## src/rtl/ckg_pkg.sv

```systemverilog
package ckg_pkg;

  typedef enum logic [1:0] {
    WID_ONE   = 2'd0,
    WID_FOUR  = 2'd1,
    WID_EIGHT = 2'd2,
    WID_RSVD  = 2'd3
  } widthSel_e;

  typedef enum logic [1:0] {
    SPD_NORMAL  = 2'd0,
    SPD_FAST    = 2'd1,
    SPD_SDR_MID = 2'd2,
    SPD_SDR_TOP = 2'd3
  } speed_e;

  typedef struct packed {
    logic run;        // power on, divider may toggle
    logic bypassReq;  // pass master clock straight through
  } ctrlStrobe_t;

endpackage

```

## src/rtl/ckg_ctrl.sv

```systemverilog
module ckg_ctrl
  import ckg_pkg::*;
#(
  parameter int DIV_W = 8
) (
  input  logic             clk,
  input  logic             rstN,
  input  logic             powerOn,
  input  logic [DIV_W-1:0] divReq,
  input  logic             stopReq,
  input  logic             ddrEn,
  input  widthSel_e        widthSel,
  input  speed_e           speedMode,
  output ctrlStrobe_t      strobe,
  output logic [DIV_W-1:0] divNext,
  output logic [7:0]       laneMask,
  output logic             sampleFb,
  output logic             busSpeedHigh,
  output logic [DIV_W-1:0] actualDiv,
  output logic             actualBypass
);

  localparam logic [DIV_W-1:0] DIV_MAX = '1;
  localparam logic [DIV_W-1:0] DIV_ONE = DIV_W'(1);

  logic [DIV_W-1:0] effDiv;
  logic             effBypass;
  logic [7:0]       laneNext;

  always_comb begin
    if (stopReq)                      effDiv = DIV_MAX;
    else if (divReq == '0 && ddrEn)   effDiv = DIV_ONE;
    else                              effDiv = divReq;
    effBypass = (effDiv == '0);
  end

  always_comb begin
    case (widthSel)
      WID_FOUR:  laneNext = 8'h0F;
      WID_EIGHT: laneNext = 8'hFF;
      default:   laneNext = 8'h01;
    endcase
  end

  always_ff @(posedge clk or negedge rstN) begin
    if (!rstN) begin
      strobe       <= '0;
      divNext      <= DIV_MAX;
      laneMask     <= 8'h01;
      sampleFb     <= 1'b0;
      busSpeedHigh <= 1'b0;
      actualDiv    <= '0;
      actualBypass <= 1'b0;
    end else begin
      strobe.run       <= powerOn;
      strobe.bypassReq <= powerOn && effBypass;
      divNext          <= effDiv;
      laneMask         <= laneNext;
      sampleFb         <= (speedMode == SPD_SDR_TOP) && !ddrEn;
      busSpeedHigh     <= (speedMode == SPD_SDR_MID) || (speedMode == SPD_SDR_TOP);
      actualDiv        <= powerOn ? effDiv : '0;
      actualBypass     <= powerOn && effBypass;
    end
  end

  p_ddr_no_bypass_r3: assert property (@(posedge clk) disable iff (!rstN)
    ddrEn |=> !strobe.bypassReq);

  p_stop_max_div_r4: assert property (@(posedge clk) disable iff (!rstN)
    stopReq |=> (divNext == DIV_MAX));

  p_lane_legal_r5: assert property (@(posedge clk) disable iff (!rstN)
    $onehot({1'b0, laneMask} + 9'd1));

  p_fb_sel_r6: assert property (@(posedge clk) disable iff (!rstN)
    sampleFb |-> ($past(speedMode) == SPD_SDR_TOP && !$past(ddrEn)));

  p_actual_off_r10: assert property (@(posedge clk) disable iff (!rstN)
    !powerOn |=> (actualDiv == '0 && !actualBypass));

endmodule

```

## src/rtl/ckg_datapath.sv

```systemverilog
module ckg_datapath
  import ckg_pkg::*;
#(
  parameter int DIV_W = 8
) (
  input  logic             clk,
  input  logic             rstN,
  input  ctrlStrobe_t      strobe,
  input  logic [DIV_W-1:0] divNext,
  output logic             cardClk
);

  localparam logic [DIV_W-1:0] DIV_ONE = DIV_W'(1);

  logic [DIV_W-1:0] cnt;
  logic [DIV_W-1:0] divCur;
  logic [DIV_W-1:0] divLoad;
  logic             divClk;
  logic             bypSel;
  logic             holdLow;
  logic [DIV_W:0]   hiLen;

  // a zero divider never reaches the counter
  assign divLoad = (divNext == '0) ? divCur : divNext;
  assign holdLow = (strobe.bypassReq || bypSel) && !divClk;

  always_ff @(posedge clk or negedge rstN) begin
    if (!rstN) begin
      cnt    <= '0;
      divClk <= 1'b0;
      divCur <= '1;
    end else if (!strobe.run) begin
      cnt    <= '0;
      divClk <= 1'b0;
      divCur <= divLoad;
    end else if (holdLow) begin
      cnt    <= '0;
      divCur <= divLoad;
    end else if (cnt == divCur - DIV_ONE) begin
      cnt    <= '0;
      divClk <= !divClk;
      if (!divClk) divCur <= divLoad;  // new length starts with a high phase
    end else begin
      cnt <= cnt + DIV_ONE;
    end
  end

  // bypass select moves only while both clock sources are low
  always_ff @(negedge clk or negedge rstN) begin
    if (!rstN)        bypSel <= 1'b0;
    else if (!divClk) bypSel <= strobe.bypassReq && strobe.run;
  end

  assign cardClk = bypSel ? clk : divClk;

  // high-phase length tracker for the checker below
  always_ff @(posedge clk or negedge rstN) begin
    if (!rstN)                 hiLen <= '0;
    else if (!divClk)          hiLen <= (DIV_W+1)'(1);
    else                       hiLen <= hiLen + (DIV_W+1)'(1);
  end

  p_full_high_r1: assert property (@(posedge clk) disable iff (!rstN)
    ($fell(divClk) && $past(strobe.run)) |-> ($past(hiLen) == {1'b0, $past(divCur)}));

  p_bypass_quiet_r2: assert property (@(posedge clk) disable iff (!rstN)
    bypSel |-> !divClk);

  p_off_low_r9: assert property (@(posedge clk) disable iff (!rstN)
    !strobe.run |=> !divClk);

endmodule

```

## src/rtl/cardclk_gen.sv

```systemverilog
module cardclk_gen
  import ckg_pkg::*;
#(
  parameter int DIV_W = 8
) (
  input  logic             clk,
  input  logic             rstN,
  input  logic             powerOn,
  input  logic [DIV_W-1:0] divReq,
  input  logic             stopReq,
  input  logic             ddrEn,
  input  logic [1:0]       widthSel,
  input  logic [1:0]       speedMode,
  output logic             cardClk,
  output logic             sampleFb,
  output logic             busSpeedHigh,
  output logic [7:0]       laneMask,
  output logic [DIV_W-1:0] actualDiv,
  output logic             actualBypass
);

  ctrlStrobe_t      strobe;
  logic [DIV_W-1:0] divNext;

  ckg_ctrl #(.DIV_W(DIV_W)) ctrl_i (
    .clk          (clk),
    .rstN         (rstN),
    .powerOn      (powerOn),
    .divReq       (divReq),
    .stopReq      (stopReq),
    .ddrEn        (ddrEn),
    .widthSel     (widthSel_e'(widthSel)),
    .speedMode    (speed_e'(speedMode)),
    .strobe       (strobe),
    .divNext      (divNext),
    .laneMask     (laneMask),
    .sampleFb     (sampleFb),
    .busSpeedHigh (busSpeedHigh),
    .actualDiv    (actualDiv),
    .actualBypass (actualBypass)
  );

  ckg_datapath #(.DIV_W(DIV_W)) dp_i (
    .clk     (clk),
    .rstN    (rstN),
    .strobe  (strobe),
    .divNext (divNext),
    .cardClk (cardClk)
  );

endmodule

```

## config.mk

```make
export PLATFORM = sky130hd
export DESIGN_NAME = cardclk_gen
export DESIGN_NICKNAME = d
export VERILOG_FILES = /design/src/rtl/ckg_pkg.sv /design/src/rtl/ckg_ctrl.sv /design/src/rtl/ckg_datapath.sv /design/src/rtl/cardclk_gen.sv
export SDC_FILE = /design/constraint.sdc
export NUM_CORES = 1
export LEC_CHECK = 0
export BUFFER_PORTS_ARGS = -buffer_cell sky130_fd_sc_hd__buf_4
export CAP_MARGIN = 20
export CORE_UTILIZATION = 30
export CTS_BUF_LIST = sky130_fd_sc_hd__clkbuf_16
export CTS_CLUSTER_SIZE = 20
export DETAILED_ROUTE_END_ITERATION = 6
export RECOVER_POWER = 50
export SYNTH_ARGS = -nofsm -noshare
export SYNTH_HDL_FRONTEND = slang
export SYNTH_SLANG_ARGS = --single-unit
```

## constraint.sdc

```tcl
create_clock -name clk -period 5.3 [get_ports clk]
set_input_delay 0.53 -clock clk [delete_from_list [all_inputs] [get_ports clk]]
set_output_delay 0.53 -clock clk [all_outputs]
set_load 0.02 [all_outputs]
```

* Yosys cells after proc, flatten, opt, wreduce, memory -nomap -nowiden
Cells that the tools add are included.
Storage, ports and cells: bits in registers 46
Operators by class: add/sub/neg operators 2, equality and inequality tests 9, mux-type cells 16, reduce and logical (&&, ||, !) cells 14
Operators with widths (number):
- $mux 8 | 11
- $logic_not 8->1 | 3
- $pmux 8 s2 | 1
- $add 8x1->8 const B | 1
- $eq 8x8->1 | 1
- $sub 8x1->8 const B | 1
- $eq 2x2->1 const B | 3
- $logic_and 1x1->1 | 5
- $mux 1 | 4
- $reduce_and 2->1 | 2
- $ne 3x1->1 const B | 1
- $ne 3x3->1 const B | 1
- $eq 2x1->1 const B | 1
- $logic_not 1->1 | 2
- $logic_or 1x1->1 | 2
- $ne 2x1->1 const B | 1
- $ne 2x2->1 const B | 1

* Longest topological paths before layout
Gate-level depths: netlist of the first run.
depth after elaboration 6, mapped depth 9, mapped depth without buffers 8

* Hierarchy
A second synthesis of the first run with hierarchy kept.
Second synthesis, totals: cells, all modules 157, area, all modules 1823.0 µm²
Modules (own cells, without submodules):
- ckg_datapath | times used 1, cells each 99, area each 1031.0 µm², sequential area each 460.4 µm²
- ckg_ctrl | times used 1, cells each 58, area each 792.0 µm², sequential area each 560.5 µm²

==> out/results.txt, run 1 <==
Status = finished, violations left
Violated checks = capacitance limit, slew limit
Nets = 211
Gpl congestion = 0.724
Crit Path Class = register to output port
Final TNS setup = 0 ns
DPL Wire Length = 2330 um
Vias in the first global route = 1251
Worst EP arrival = 4.00 ns
Io pins = 37
R2R Path Start = dp_i.bypSel
Area of the die = 6590 um^2
CP Launch Point = dp_i.bypSel
Post-synth EDFFs = 0
Initial Utilization = 31.4%
Worst-case reg-to-reg path depth = 4
Clock latency on the worst-skew pair = 0.43 ns
Via/cell ratio = 4.55
Number of port buffers = 35
Final hold vios = 0
Sequential cell area = 1020 um^2
Syn Nets = 177
CP Depth = 2
Routed WL = 3390 um
Reg-to-reg endpoint = dp_i.divCur[0]
Area Growth Syn to Fin = 26.4%
Final setup fails = 0
Worst hold slack = 0.263 ns
Initial DRC count = 49
Yosys reg bits = 40
Hold WC Path Type = input pin to register
Die W = 81.2 um
Crit-path cells = mux2_2, buf_4
Most common cell after layout, fill and taps aside = buf_4
Diodes inserted = 0
CP top delay family = flip-flops
Pwr/cell area = 369 nW/um^2
Crit path to = cardClk
Syn Inst Count = 157
Critical Path RT = 4.77 ns
Most frequent cells in the layout = buf_4, dfrtp_1, dfstp_2, nor2_1, xor2_1
Post-CTS Hold Buffers = 0
WL/cell = 12.7 um
Largest net degree at the start of global routing = 41
FP Rows = 28
Layout cells sized above 1 = 41.7%
VDD IR max = 0.180 mV
First-pass GRT wire length = 5960 um
PostCTS Resize Cnt = 0
Residual DRC = 0
CP max FO = 3
Slew Viols, Final = 41
Die H = 81.2 um
Clock Skews = 0.0430 ns
Pwr Total = 876 uW
Gr usage total = 12.7%
Yosys cell types = 42
Grt ovf = 0
Slew HR = -36.6%
CP max stage cell = dfrtn_1
Worst reg2reg setup slack = 0.96 ns
Post-route antenna net violation count = 0
Clk slew on worst S/H paths = 0.06 ns
RSZ-0062 raised after global routing = false
Max-cap violations = 1
Startpoint Class = register
CP bufs+invs = 1
Avg Cell Area, Syn = 12.0 um^2
Fill count = 574
Leak = 0.00106 uW
Critical Path Max Stage Delay = 0.43 ns
Multi-input logic area = 753 um^2
TritonRoute pass-1 iters = 4
Worst-Margin Slew = 2.05 ns
Cell Area, Synth = 1880 um^2
Top FF cell, synth = dfrtp_1
CP Capture Type = output port
Post-CTS setup buffers = 0
Seq/Total Area, Yosys = 54.3%
Core ar. = 5990 um^2
Vias = 1216
CTS tree = done
Initial antenna violation count = 0
Syn. warnings = 0
FFs w/ async S/R, synth = 100%
flip-flops by register name, summed over array words and instances, names as in the netlist, 2 cells and up:
register          cells
dp_i.divCur           8
ctrl_i.laneMask       2
dp_i.cnt              8
ctrl_i.strobe         2
ctrl_i.actualDiv      8
ctrl_i.divNext        8
synth_stat cells, drive strengths merged (2+ instances only):
cell / count / share of area [%]
dfstp: 16 / 22
and2: 9 / 3.1
nor4: 4 / 1.3
nand3: 6 / 1.6
nor3: 2 / 0.53
or2: 8 / 2.7
nor4b: 2 / 0.93
nor2: 15 / 3.0
dfrtp: 23 / 31
ha: 3 / 2.0
a2111oi: 2 / 1.6
xnor2: 7 / 3.3
and3: 2 / 0.67
xor2: 9 / 4.2
buf: 9 / 4.1
o21ai: 2 / 0.53
or3b: 2 / 0.93
inv: 5 / 1.0
clkbuf: 2 / 0.60
nand2: 5 / 1.0
mux2: 9 / 7.0
nand2b: 3 / 1.0
cell families after synthesis:
kind of cell / count (synthesis) / share of synthesized area, %
mux: 9 / 6.99
xor+xnor: 16 / 7.45
fa+ha+maj: 3 / 2.00
other cells: 1 / 0.199
buf+inv: 16 / 5.65
flops: 40 / 54.3
compound gates: 11 / 5.32
simple gates: 61 / 18.1
how the worst min path moves through the flow:
| stage | start | cells past startpoint | endpoint | slack (ns) |
|---|---|---|---|---|
| after CTS | rstN | 1 | dp_i.cnt[6] | 0.12 |
| after floorplan | rstN | 0 | ctrl_i.actualDiv[0] | 0.23 |
| after detailed placement | dp_i.bypSel | 2 | dp_i.bypSel | 0.47 |
| after global placement | dp_i.bypSel | 2 | dp_i.bypSel | 0.46 |
| after global routing | speedMode[1] | 1 | ctrl_i.busSpeedHigh | 0.27 |
| final | speedMode[1] | 1 | ctrl_i.busSpeedHigh | 0.26 |
through the flow:
| stage | worst slack (ns) | instance area (um^2) | std cells | utilization [%] |
|---|---|---|---|---|
| 2_1_floorplan | 1.29 | 1880 | 157 | - |
| 3_3_place_gp | 1.05 | 2150 | 256 | 35.9 |
| 3_5_place_dp | 0.995 | 2150 | 256 | 35.9 |
| 4_1_cts | 0.752 | 2390 | 267 | 39.9 |
| 5_1_grt | 0.462 | 2380 | 267 | 39.7 |
| 6_report | 0.769 | 2380 | 267 | 39.7 |
layer usage:
| metal | track usage, % | up-vias | routed length, um |
|---|---|---|---|
| met5 | 0 | - | 0 |
| met4 | 8.75 | 0 | 71 |
| met3 | 5.06 | 6 | 158 |
| met2 | 18.0 | 33 | 1600 |
| met1 | 15.7 | 590 | 1560 |
| li1 | - | 587 | - |
where the power goes:
group          internal, uW  leakage (uW)  switching, uW
Sequential              330      0.000479           17.0
Combinational          41.0      0.000456           40.5
Clock                   317      0.000129            131
final cells by class:
| type | instances | area share (%) |
|---|---|---|
| sequential | 40 | 42.9 |
| multi-input combinational | 101 | 31.7 |
| timing repair buffer | 34 | 10.1 |
| clock buffer | 9 | 8.74 |
| tap | 75 | 3.95 |
| clock inverter | 3 | 1.79 |
| inverter | 5 | 0.789 |
Power figures use the tool's default switching activity.
==> run 2, diff against run 1 <==
Settings changed: CTS_CLUSTER_SIZE 20 to 10.
Clock period 5.3 ns to 3.85 ns, I/O delays scaled along.
==> run 2 against run 1 <==
Effect of this change: the flow now finishes without violations; first-iteration DRC count rose by 33%; worst setup slack lost 0.61 ns; core utilization increased by 0.23 points; non-clock buffer count up 1; worst hold slack got worse by 0.15 ns; total power up 38%; cell area increased by 0.58%; cell count increased by 0.37%; clock skew is 0.0024 ns higher; critical path type unchanged; clock-buffer cell count unchanged; largest cell class unchanged; critical endpoint unchanged; wire length down 2.6%.
==> out/results.txt, run 2 (synthesis gave the netlist of run 1 again) <==
Status = finished clean (was finished, violations left)
CP top delay family = flip-flops (unchanged)
Startpoint Class = register (unchanged)
Critical Path RT = 3.46 ns (was 4.77 ns)
Core ar. = 5990 um^2 (unchanged)
Most frequent cells in the layout = buf_4, dfrtp_1, dfstp_2, nor2_1, xor2_1 (unchanged)
Final hold vios = 0 (unchanged)
Clock Skews = 0.0454 ns (was 0.0430 ns)
Post-CTS setup buffers = 0 (unchanged)
Initial DRC count = 65 (was 49)
CTS tree = done (unchanged)
Slew Viols, Final = 0 (was 41)
CP max stage cell = dfrtn_1 (unchanged)
CP bufs+invs = 1 (unchanged)
CP Capture Type = output port (unchanged)
DPL Wire Length = 2370 um (was 2330 um)
TritonRoute pass-1 iters = 4 (unchanged)
Io pins = 37 (unchanged)
Largest net degree at the start of global routing = 41 (unchanged)
Gpl congestion = 0.725 (was 0.724)
Worst reg2reg setup slack = 0.23 ns (was 0.96 ns)
Max-cap violations = 0 (was 1)
Die W = 81.2 um (unchanged)
Area Growth Syn to Fin = 27.1% (was 26.4%)
CP Depth = 2 (unchanged)
Fill count = 559 (was 574)
First-pass GRT wire length = 5800 um (was 5960 um)
Crit Path Class = register to output port (unchanged)
Vias in the first global route = 1263 (was 1251)
Post-route antenna net violation count = 0 (unchanged)
Leak = 0.00107 uW (was 0.00106 uW)
VDD IR max = 0.236 mV (was 0.180 mV)
Clock latency on the worst-skew pair = 0.43 ns (about the same)
Crit-path cells = mux2_2, buf_4 (unchanged)
Cell Count, Final, Fillers Out = 268 (was 267)
Residual DRC = 0 (unchanged)
Pwr/cell area = 507 nW/um^2 (was 369 nW/um^2)
CP max FO = 3 (unchanged)
Layout cells sized above 1 = 42.0% (was 41.7%)
Worst-case reg-to-reg path depth = 4 (unchanged)
Die H = 81.2 um (unchanged)
Gr usage total = 12.4% (was 12.7%)
Initial Utilization = 31.4% (unchanged)
Critical Path Max Stage Delay = 0.44 ns (was 0.43 ns)
Hold WC Path Type = input pin to register (unchanged)
WL/cell = 12.3 um (was 12.7 um)
Multi-input logic area = 753 um^2 (unchanged)
Sequential cell area = 1020 um^2 (unchanged)
Diodes inserted = 0 (unchanged)
RSZ-0062 raised after global routing = false (unchanged)
Hold path depth = 1 (unchanged)
Final TNS setup = 0 ns (unchanged)
FP Rows = 28 (unchanged)
Final setup fails = 0 (unchanged)
Most common cell after layout, fill and taps aside = buf_4 (unchanged)
Dpl cells = 256 (unchanged)
Initial antenna violation count = 0 (unchanged)
Nets = 212 (was 211)
Vias = 1211 (was 1216)
Grt ovf = 0 (unchanged)
Via/cell ratio = 4.52 (was 4.55)
Routed WL = 3300 um (was 3390 um)
Number of port buffers = 35 (unchanged)
Area of the die = 6590 um^2 (unchanged)
Worst EP arrival = 3.31 ns (was 4.00 ns)
Clk slew on worst S/H paths = 0.06 ns (about the same)
-- run 2: layout make-up --
type / count / share of cell area, %
Sequential cell: 40 / 42.7
Tap cell: 75 / 3.92
Clock buffer: 9 / 8.69
Inverter: 5 / 0.785
Timing Repair Buffer: 35 / 10.5
Multi-Input combinational cell: 101 / 31.5
Clock inverter: 3 / 1.94
-- run 2: stage by stage --
stage	instance area (um^2)	hold WS, ns	setup slack (ns)	total power [uW]	util, %
after floorplan	1880	0.0894	0.563	553	-
after global placement	2150	0.386	0.322	597	35.9
after detailed placement	2150	0.390	0.269	599	35.9
after CTS	2410	0.100	0.146	1240	40.2
after global routing	2390	0.116	0.110	1270	39.9
final	2390	0.115	0.156	1210	39.9
-- run 2: power by group --
group          total, uW  internal, uW  switching, uW
Combinational        113          57.0           55.5
Sequential           476           454           22.6
Clock                624           440            184
-- run 2: worst paths after layout --
check,startpoint,endpoint
min,speedMode[1],ctrl_i.busSpeedHigh
max in group asynchronous,rstN,dp_i.bypSel
max reg2reg,dp_i.bypSel,dp_i.divCur[0]
min reg2reg,dp_i.bypSel,dp_i.bypSel
min in group asynchronous,rstN,ctrl_i.laneMask[6]
max,dp_i.bypSel,cardClk
-- run 2: layer usage --
| metal | global-route usage (%) | up-vias | wire, um | part of all wire (%) |
|---|---|---|---|---|
| met3 | 5.39 | 5 | 158 | 4.8 |
| met5 | 0 | - | 0 | 0 |
| met1 | 14.9 | 585 | 1500 | 46 |
| li1 | - | 589 | - | - |
| met4 | 7.50 | 0 | 62 | 1.9 |
| met2 | 18.1 | 32 | 1580 | 48 |
-- run 2: worst reg2reg max path: stages, from the launching register on --
cell and delay, ns:
dfrtn_1 0.44, nor2_1 0.06, o21ai_0 0.25, o21a_1 0.49, mux2_4 0.34
-- run 2: what timing repair did --
action                                 4_1_cts  5_1_grt
endpoints found under the hold margin       23        0
gates resized for setup                      0        0
hold buffers                                 1        0
